===== config.mk =====
export PLATFORM = sky130hd
export DESIGN_NAME = synccmd_rx
export DESIGN_NICKNAME = d
export VERILOG_FILES = /design/src/rtl/synccmd_pkg.sv /design/src/rtl/synccmd_sync_qual.sv /design/src/rtl/synccmd_frame_rx.sv /design/src/rtl/synccmd_pme_gate.sv /design/src/rtl/synccmd_rx.sv
export SDC_FILE = /design/constraint.sdc
export NUM_CORES = 1
export LEC_CHECK = 0
export CAP_MARGIN = 20
export CORE_UTILIZATION = 60
export CTS_BUF_LIST = sky130_fd_sc_hd__clkbuf_2
export CTS_CLUSTER_SIZE = 25
export DETAILED_ROUTE_END_ITERATION = 7
export GPL_ROUTABILITY_DRIVEN = 0
export PLACE_DENSITY = 0.91
export SYNTH_ARGS = -nofsm -noshare
export SYNTH_HDL_FRONTEND = slang
export SYNTH_SLANG_ARGS = --single-unit

===== constraint.sdc =====
create_clock -name clk -period 4.1 [get_ports clk]
set_input_delay 0.82 -clock clk [delete_from_list [all_inputs] [get_ports clk]]
set_output_delay 0.82 -clock clk [all_outputs]
set_load 0.02 [all_outputs]

===== src/rtl/synccmd_pkg.sv =====
package synccmd_pkg;
  typedef enum logic [0:0] {ST_HUNT, ST_BODY} rx_st_e;

  localparam int CRC_W = 3;
  localparam logic [CRC_W-1:0] CRC_SEED = 3'b111;

  // one serial step of the x^3+x+1 CRC
  function automatic logic [CRC_W-1:0] crc3_step(input logic [CRC_W-1:0] c, input logic b);
    logic fb;
    fb = c[2] ^ b;
    return {c[1], c[0] ^ fb, fb};
  endfunction
endpackage


===== src/rtl/synccmd_sync_qual.sv =====
module synccmd_sync_qual #(
  parameter int SYNC_LIM = 4
) (
  input  logic clk,
  input  logic rst_n,
  input  logic cmp_hi,
  input  logic bit_in,
  output logic sync_vld,
  output logic sync_bit
);
  localparam int CW = $clog2(SYNC_LIM + 2);
  localparam logic [CW-1:0] SAT = CW'(SYNC_LIM + 1);

  logic [CW-1:0] cnt_q, cnt_d;
  logic          hit;
  logic          stb_q, bit_q;

  always_comb begin
    cnt_d = '0;
    if (cmp_hi) cnt_d = (cnt_q == SAT) ? cnt_q : cnt_q + 1'b1;
    hit = cmp_hi && (cnt_q == CW'(SYNC_LIM));
  end

  always_ff @(posedge clk or negedge rst_n) begin
    if (!rst_n) begin
      cnt_q <= '0;
      stb_q <= 1'b0;
      bit_q <= 1'b0;
    end else begin
      cnt_q <= cnt_d;
      stb_q <= hit;
      if (hit) bit_q <= bit_in;
    end
  end

  assign sync_vld = stb_q;
  assign sync_bit = bit_q;
endmodule


===== src/rtl/synccmd_frame_rx.sv =====
module synccmd_frame_rx
  import synccmd_pkg::*;
#(
  parameter int BIT_CYC = 32,
  parameter int GAP_BITS = 4,
  parameter int START_ZEROS = 3,
  parameter int ADDR_W = 3,
  parameter int CODE_W = 4,
  parameter int SDATA_W = 4,
  parameter int LDATA_W = 12,
  parameter logic [ADDR_W-1:0] DEV_ADDR = 3'b001,
  parameter logic [ADDR_W-1:0] BCAST_ADDR = 3'b111
) (
  input  logic               clk,
  input  logic               rst_n,
  input  logic               sync_vld,
  input  logic               sync_bit,
  output logic               cmd_vld,
  output logic               cmd_long,
  output logic [ADDR_W-1:0]  cmd_addr,
  output logic [CODE_W-1:0]  cmd_code,
  output logic [LDATA_W-1:0] cmd_data,
  output logic               frm_err,
  output logic               rx_idle
);
  localparam int SLEN = 1 + ADDR_W + CODE_W + SDATA_W + CRC_W;
  localparam int LLEN = 1 + ADDR_W + CODE_W + LDATA_W + CRC_W;
  localparam int SRW  = LLEN - 2;
  localparam int BCW  = $clog2(LLEN + 1);
  localparam int WIN  = GAP_BITS * BIT_CYC;
  localparam int TW   = $clog2(WIN);
  localparam int ZW   = $clog2(START_ZEROS + 1);

  rx_st_e             st_q, st_d;
  logic [ZW-1:0]      zcnt_q, zcnt_d;
  logic [BCW-1:0]     bcnt_q, bcnt_d;
  logic               long_q, long_d;
  logic [SRW-1:0]     sr_q, sr_d;
  logic [CRC_W-1:0]   crc_q, crc_d;
  logic [TW-1:0]      tmr_q, tmr_d;
  logic               pend_q, pend_d, err_q, err_d;
  logic               vld_q, vld_d, olong_q, olong_d;
  logic [ADDR_W-1:0]  oaddr_q, oaddr_d;
  logic [CODE_W-1:0]  ocode_q, ocode_d;
  logic [LDATA_W-1:0] odata_q, odata_d;

  logic [SRW:0]       nv;
  logic               cur_long, last_bit, in_crc, crc_ok, addr_ok;
  logic [ADDR_W-1:0]  f_addr;
  logic [CODE_W-1:0]  f_code;
  logic [LDATA_W-1:0] f_data;

  // field view of the frame including the bit on this sync
  always_comb begin
    nv       = {sr_q, sync_bit};
    cur_long = (bcnt_q == '0) ? sync_bit : long_q;
    last_bit = bcnt_q == (cur_long ? BCW'(LLEN - 1) : BCW'(SLEN - 1));
    in_crc   = (bcnt_q != '0) && (bcnt_q <= (cur_long ? BCW'(LLEN - 1 - CRC_W) : BCW'(SLEN - 1 - CRC_W)));
    if (cur_long) begin
      f_addr = nv[CRC_W + LDATA_W + CODE_W +: ADDR_W];
      f_code = nv[CRC_W + LDATA_W +: CODE_W];
      f_data = nv[CRC_W +: LDATA_W];
    end else begin
      f_addr = nv[CRC_W + SDATA_W + CODE_W +: ADDR_W];
      f_code = nv[CRC_W + SDATA_W +: CODE_W];
      f_data = {{(LDATA_W - SDATA_W){1'b0}}, nv[CRC_W +: SDATA_W]};
    end
    crc_ok  = nv[CRC_W-1:0] == crc_q;
    addr_ok = (f_addr == DEV_ADDR) || (f_addr == BCAST_ADDR);
  end

  always_comb begin
    st_d = st_q;  zcnt_d = zcnt_q;  bcnt_d = bcnt_q;  long_d = long_q;
    sr_d = sr_q;  crc_d = crc_q;    tmr_d = tmr_q;
    pend_d = pend_q;  err_d = err_q;
    vld_d = 1'b0;  olong_d = olong_q;  oaddr_d = oaddr_q;
    ocode_d = ocode_q;  odata_d = odata_q;
    case (st_q)
      ST_HUNT: begin
        if (sync_vld) begin
          if (pend_q) begin
            err_d  = 1'b1;
            pend_d = 1'b0;
            zcnt_d = '0;
          end else if (!sync_bit) begin
            if (zcnt_q != ZW'(START_ZEROS)) zcnt_d = zcnt_q + 1'b1;
          end else if (zcnt_q == ZW'(START_ZEROS)) begin
            st_d   = ST_BODY;
            bcnt_d = '0;
            tmr_d  = '0;
            crc_d  = CRC_SEED;
            err_d  = 1'b0;
            zcnt_d = '0;
          end else begin
            zcnt_d = '0;
          end
        end
      end
      default: begin
        if (sync_vld) begin
          tmr_d  = '0;
          sr_d   = nv[SRW-1:0];
          bcnt_d = bcnt_q + 1'b1;
          if (bcnt_q == '0) long_d = sync_bit;
          if (in_crc) crc_d = crc3_step(crc_q, sync_bit);
          if (last_bit) begin
            st_d = ST_HUNT;
            if (crc_ok && addr_ok) begin
              vld_d   = 1'b1;
              olong_d = cur_long;
              oaddr_d = f_addr;
              ocode_d = f_code;
              odata_d = f_data;
            end
          end
        end else if (tmr_q == TW'(WIN - 1)) begin
          st_d   = ST_HUNT;
          pend_d = 1'b1;
          zcnt_d = '0;
        end else begin
          tmr_d = tmr_q + 1'b1;
        end
      end
    endcase
  end

  always_ff @(posedge clk or negedge rst_n) begin
    if (!rst_n) begin
      st_q <= ST_HUNT;  zcnt_q <= '0;  bcnt_q <= '0;  long_q <= 1'b0;
      sr_q <= '0;  crc_q <= CRC_SEED;  tmr_q <= '0;
      pend_q <= 1'b0;  err_q <= 1'b0;
      vld_q <= 1'b0;  olong_q <= 1'b0;  oaddr_q <= '0;  ocode_q <= '0;  odata_q <= '0;
    end else begin
      st_q <= st_d;  zcnt_q <= zcnt_d;  bcnt_q <= bcnt_d;  long_q <= long_d;
      sr_q <= sr_d;  crc_q <= crc_d;  tmr_q <= tmr_d;
      pend_q <= pend_d;  err_q <= err_d;
      vld_q <= vld_d;  olong_q <= olong_d;  oaddr_q <= oaddr_d;  ocode_q <= ocode_d;  odata_q <= odata_d;
    end
  end

  assign cmd_vld  = vld_q;
  assign cmd_long = olong_q;
  assign cmd_addr = oaddr_q;
  assign cmd_code = ocode_q;
  assign cmd_data = odata_q;
  assign frm_err  = err_q;
  assign rx_idle  = (st_q == ST_HUNT);
endmodule


===== src/rtl/synccmd_pme_gate.sv =====
module synccmd_pme_gate #(
  parameter int CODE_W = 4,
  parameter logic [CODE_W-1:0] PME_CODE = 4'hA,
  parameter int PME_MIN_SYNC = 31,
  parameter int PME_WIN_CYC = 3000
) (
  input  logic              clk,
  input  logic              rst_n,
  input  logic              sync_vld,
  input  logic              rx_idle,
  input  logic              acc_vld,
  input  logic [CODE_W-1:0] acc_code,
  output logic              prog_mode
);
  localparam int WW = $clog2(PME_WIN_CYC + 1);
  localparam int SW = $clog2(PME_MIN_SYNC + 1);

  logic [WW-1:0] wcnt_q, wcnt_d;
  logic [SW-1:0] scnt_q, scnt_d;
  logic          in_win, prog_q, prog_d;

  always_comb begin
    in_win = wcnt_q != WW'(PME_WIN_CYC);
    wcnt_d = in_win ? wcnt_q + 1'b1 : wcnt_q;
    scnt_d = scnt_q;
    if (in_win && sync_vld && rx_idle && (scnt_q != SW'(PME_MIN_SYNC)))
      scnt_d = scnt_q + 1'b1;
    prog_d = prog_q;
    if (acc_vld && (acc_code == PME_CODE) && in_win && (scnt_q == SW'(PME_MIN_SYNC)))
      prog_d = 1'b1;
  end

  always_ff @(posedge clk or negedge rst_n) begin
    if (!rst_n) begin
      wcnt_q <= '0;
      scnt_q <= '0;
      prog_q <= 1'b0;
    end else begin
      wcnt_q <= wcnt_d;
      scnt_q <= scnt_d;
      prog_q <= prog_d;
    end
  end

  assign prog_mode = prog_q;
endmodule


===== src/rtl/synccmd_rx.sv =====
module synccmd_rx #(
  parameter int SYNC_LIM = 4,
  parameter int BIT_CYC = 32,
  parameter int GAP_BITS = 4,
  parameter int START_ZEROS = 3,
  parameter int ADDR_W = 3,
  parameter int CODE_W = 4,
  parameter int SDATA_W = 4,
  parameter int LDATA_W = 12,
  parameter logic [ADDR_W-1:0] DEV_ADDR = 3'b001,
  parameter logic [ADDR_W-1:0] BCAST_ADDR = 3'b111,
  parameter logic [CODE_W-1:0] PME_CODE = 4'hA,
  parameter int PME_MIN_SYNC = 31,
  parameter int PME_WIN_CYC = 3000
) (
  input  logic               clk,
  input  logic               rst_n,
  input  logic               cmp_hi,
  input  logic               bit_in,
  output logic               cmd_vld,
  output logic               cmd_long,
  output logic [ADDR_W-1:0]  cmd_addr,
  output logic [CODE_W-1:0]  cmd_code,
  output logic [LDATA_W-1:0] cmd_data,
  output logic               frm_err,
  output logic               prog_mode
);
  logic sync_stb, sync_bit, rx_idle;

  synccmd_sync_qual #(.SYNC_LIM(SYNC_LIM)) u_qual (
    .clk(clk), .rst_n(rst_n), .cmp_hi(cmp_hi), .bit_in(bit_in),
    .sync_vld(sync_stb), .sync_bit(sync_bit));

  synccmd_frame_rx #(
    .BIT_CYC(BIT_CYC), .GAP_BITS(GAP_BITS), .START_ZEROS(START_ZEROS),
    .ADDR_W(ADDR_W), .CODE_W(CODE_W), .SDATA_W(SDATA_W), .LDATA_W(LDATA_W),
    .DEV_ADDR(DEV_ADDR), .BCAST_ADDR(BCAST_ADDR)
  ) u_frame (
    .clk(clk), .rst_n(rst_n), .sync_vld(sync_stb), .sync_bit(sync_bit),
    .cmd_vld(cmd_vld), .cmd_long(cmd_long), .cmd_addr(cmd_addr),
    .cmd_code(cmd_code), .cmd_data(cmd_data), .frm_err(frm_err), .rx_idle(rx_idle));

  synccmd_pme_gate #(
    .CODE_W(CODE_W), .PME_CODE(PME_CODE), .PME_MIN_SYNC(PME_MIN_SYNC),
    .PME_WIN_CYC(PME_WIN_CYC)
  ) u_pme (
    .clk(clk), .rst_n(rst_n), .sync_vld(sync_stb), .rx_idle(rx_idle),
    .acc_vld(cmd_vld), .acc_code(cmd_code), .prog_mode(prog_mode));
endmodule


==> reports/qor.csv <==
metric;value;unit
Mapped Cells;338;
FFs w/ async S/R, synth;1.00;
synthesized area;4050;um2
Core ar.;6420;um2
global-route wire length before repair;12.6;mm
status;finished, violations left;
setup_tns;0;ns
via count;2611;
Slew Limit Fails;0;
Worst Path Required;4.60;ns
initial core utilization;0.630;
Antenna Cells;0;
CTS Hold Bufs;0;
peak supply drop;0.227;mV
Clk pin slew, worst setup/hold paths;0.26;ns
RR Endpoint;u_frame.crc_q[2];
Die Width;84.1;um
detail-routed net length per standard cell;16.7;um
initial antenna violation count;0;
crit path kind;register to register;
clock skew;0.0256;ns
fin util;0.699;
area grow syn2layout;11.0;%
TritonCTS clock tree;built;
clk_lat worst skew;0.56;ns
Worst Setup End Kind;register;
RSZ-0062 raised after global routing;no;
CP Max Fanout;19;
cells on worst reg2reg path;12;
reg-to-reg startpoint;u_frame.bcnt_q[0];
Yosys cell types;43;
top-count cell post-synth;dfrtp_1;
Final period util;0.775;
maxcap violations;0;
Die Ht;84.1;um
number of port buffers;26;
crit path capture;u_frame.crc_q[2];
ys flop type;dfrtp_1;
failing checks;design-rule violations;
Max clock buf depth;2;
CTS Sinks;86;
Slew headroom;0.272;
CTS resizes;0;
layout cell share with drive strength beyond 1;0.151;
Pwr Total;1.41;mW
Commonest cells post-synth;83 x dfrtp_1, 30 x mux2_2, 17 x mux2_1, 17 x nor2_1, 16 x ha_1;
Initial DRC Count;185;
Pre-Repair DR Iteration Count;6;
overall routing resource usage;0.230;
number of synthesized flops with an enable pin;0;
HPWL after detailed placement;5.07;mm
final net count;385;
Routed WL;7.46;mm
vias per cell;5.84;
top-area cell type share of the netlist area;0.513;
Yosys Warn Count;0;
Yosys top cell by area;dfrtp_1;
Worst Setup Start Kind;register;
vias in the first global route;2673;
clock tree root driver cell;clkbuf_2;
min Tclk post-route;3.18;ns
die area;7070;um2
Post-CTS Setup Inserts;0;
largest net degree at the start of global routing;87;
endpoints failing setup;0;
Setup crit start;u_frame.bcnt_q[0];
Final Hold Fails;0;
PD cells;315;nW/um2
Syn Nets;358;
Worst Tran Pin Value;1.09;ns
TritonCTS Buffers;9;
CP arrival;3.67;ns
Synth area leaders;dfrtp_1 51%, mux2_2 8.4%, ha_1 4.9%;
row count;29;
drc violations;4;
HP Class;input pin to async pin;
I/O pin count;27;
grt ovf;0;
H-tree depth;3;
Seq cells post-synth;86;
P_leak;2.20;nW
fmax;315;MHz
R2R Setup Slk;0.92;ns
Synth Area per Inst;12.0;um2
Seq/Total Area, Yosys;0.533;
Final ANT Viol Nets;0;
layout make-up:
type	instances	area (um2)
clock buffers	9	45.0
clock inverters	7	57.6
fillers	457	1930
inverters	16	60.1
multi-input cells	223	1770
flip-flops and latches	86	2160
well taps	77	96.3
repair buffers	29	300
per-stage QoR:
stage	cells	instance area, um2	worst slack, ns	hold slack [ns]
after floorplan	338	4050	1.02	0.438
after global placement	430	4360	1.24	0.449
after detailed placement	430	4360	0.986	0.453
after CTS	446	4460	0.932	0.425
after global routing	447	4490	0.686	0.116
final	447	4490	0.924	0.138
registers in the layout (all words and copies together), names as in the netlist, 2 cells and up:
name and count:
u_frame.sr_q 21, u_frame.cmd_addr 3, u_frame.cmd_code 4, u_qual.cnt_q 3, u_frame.tmr_q 7, u_pme.scnt_q 5
u_frame.crc_q 3, u_frame.cmd_data 12, u_frame.zcnt_q 2, u_frame.bcnt_q 5, u_pme.wcnt_q 12
worst min-delay path by stage:
| stage | slack (ns) | to |
|---|---|---|
| 6_report | 0.14 | u_frame.cmd_data[7] |
| 5_1_grt | 0.12 | u_frame.cmd_data[7] |
| 4_1_cts | 0.43 | u_frame.cmd_data[6] |
| 3_5_place_dp | 0.45 | u_frame.cmd_addr[0] |
| 3_3_place_gp | 0.45 | u_frame.cmd_addr[0] |
| 2_1_floorplan | 0.44 | u_pme.scnt_q[3] |
worst max-delay path: stages (launching register included):
cell and delay, ns:
dfrtp_1 0.50, inv_1 0.12, ha_1 0.16, nor4b_4 0.24, mux2i_2 0.27, buf_4 0.27, inv_1 0.09, ha_1 0.32
and3b_1 0.20, nor3_1 0.46, maj3_1 0.28, nor2_1 0.06, mux2i_1 0.16
logic make-up after synthesis:
family	Yosys count	share of synthesized area
and+or+nand+nor	87	0.121
AOI/OAI and AO/OA	37	0.0557
xor gates and xnor gates	26	0.0563
buffers and inverters	29	0.0285
DFF	86	0.533
adders and majority gates	17	0.0520
muxes	56	0.154
per-layer routing:
layer	vias up	share of wire	global-route usage
li1	1233	-	-
met1	1319	0.45	0.302
met2	52	0.50	0.373
met3	7	0.041	0.0514
met4	0	0.0089	0.0972
met5	-	0	0
power breakdown:
group	internal (mW)	leakage [nW]	total (mW)	switching (mW)
registers	0.866	1.17	0.892	0.0257
logic	0.0512	0.966	0.122	0.0705
clock network	0.0884	0.0608	0.401	0.312
total	1.01	2.20	1.41	0.408
layout by cell type, fill, tap and decap left out, types with 2 or more instances in the layout:
cell	count
nor3_1	5
clkbuf_2	9
mux2_2	30
nor2b_1	9
clkinvlp_4	2
or3_1	2
xor2_1	12
ha_1	16
inv_6	2
dfstp_2	3
nand2_1	11
o31ai_1	4
xnor2_1	14
buf_4	3
a21o_1	2
and2_1	2
nand3_1	14
o21ai_0	13
clkdlybuf4s50_1	25
dfrtp_1	83
mux2i_1	8
nor2_1	17
and3_1	10
a21oi_1	9
nor4bb_1	2
inv_1	15
mux2_1	17
nand2b_1	3
nand4_1	5
a22o_1	3
Note: power is estimated with default switching activity, not from simulation.
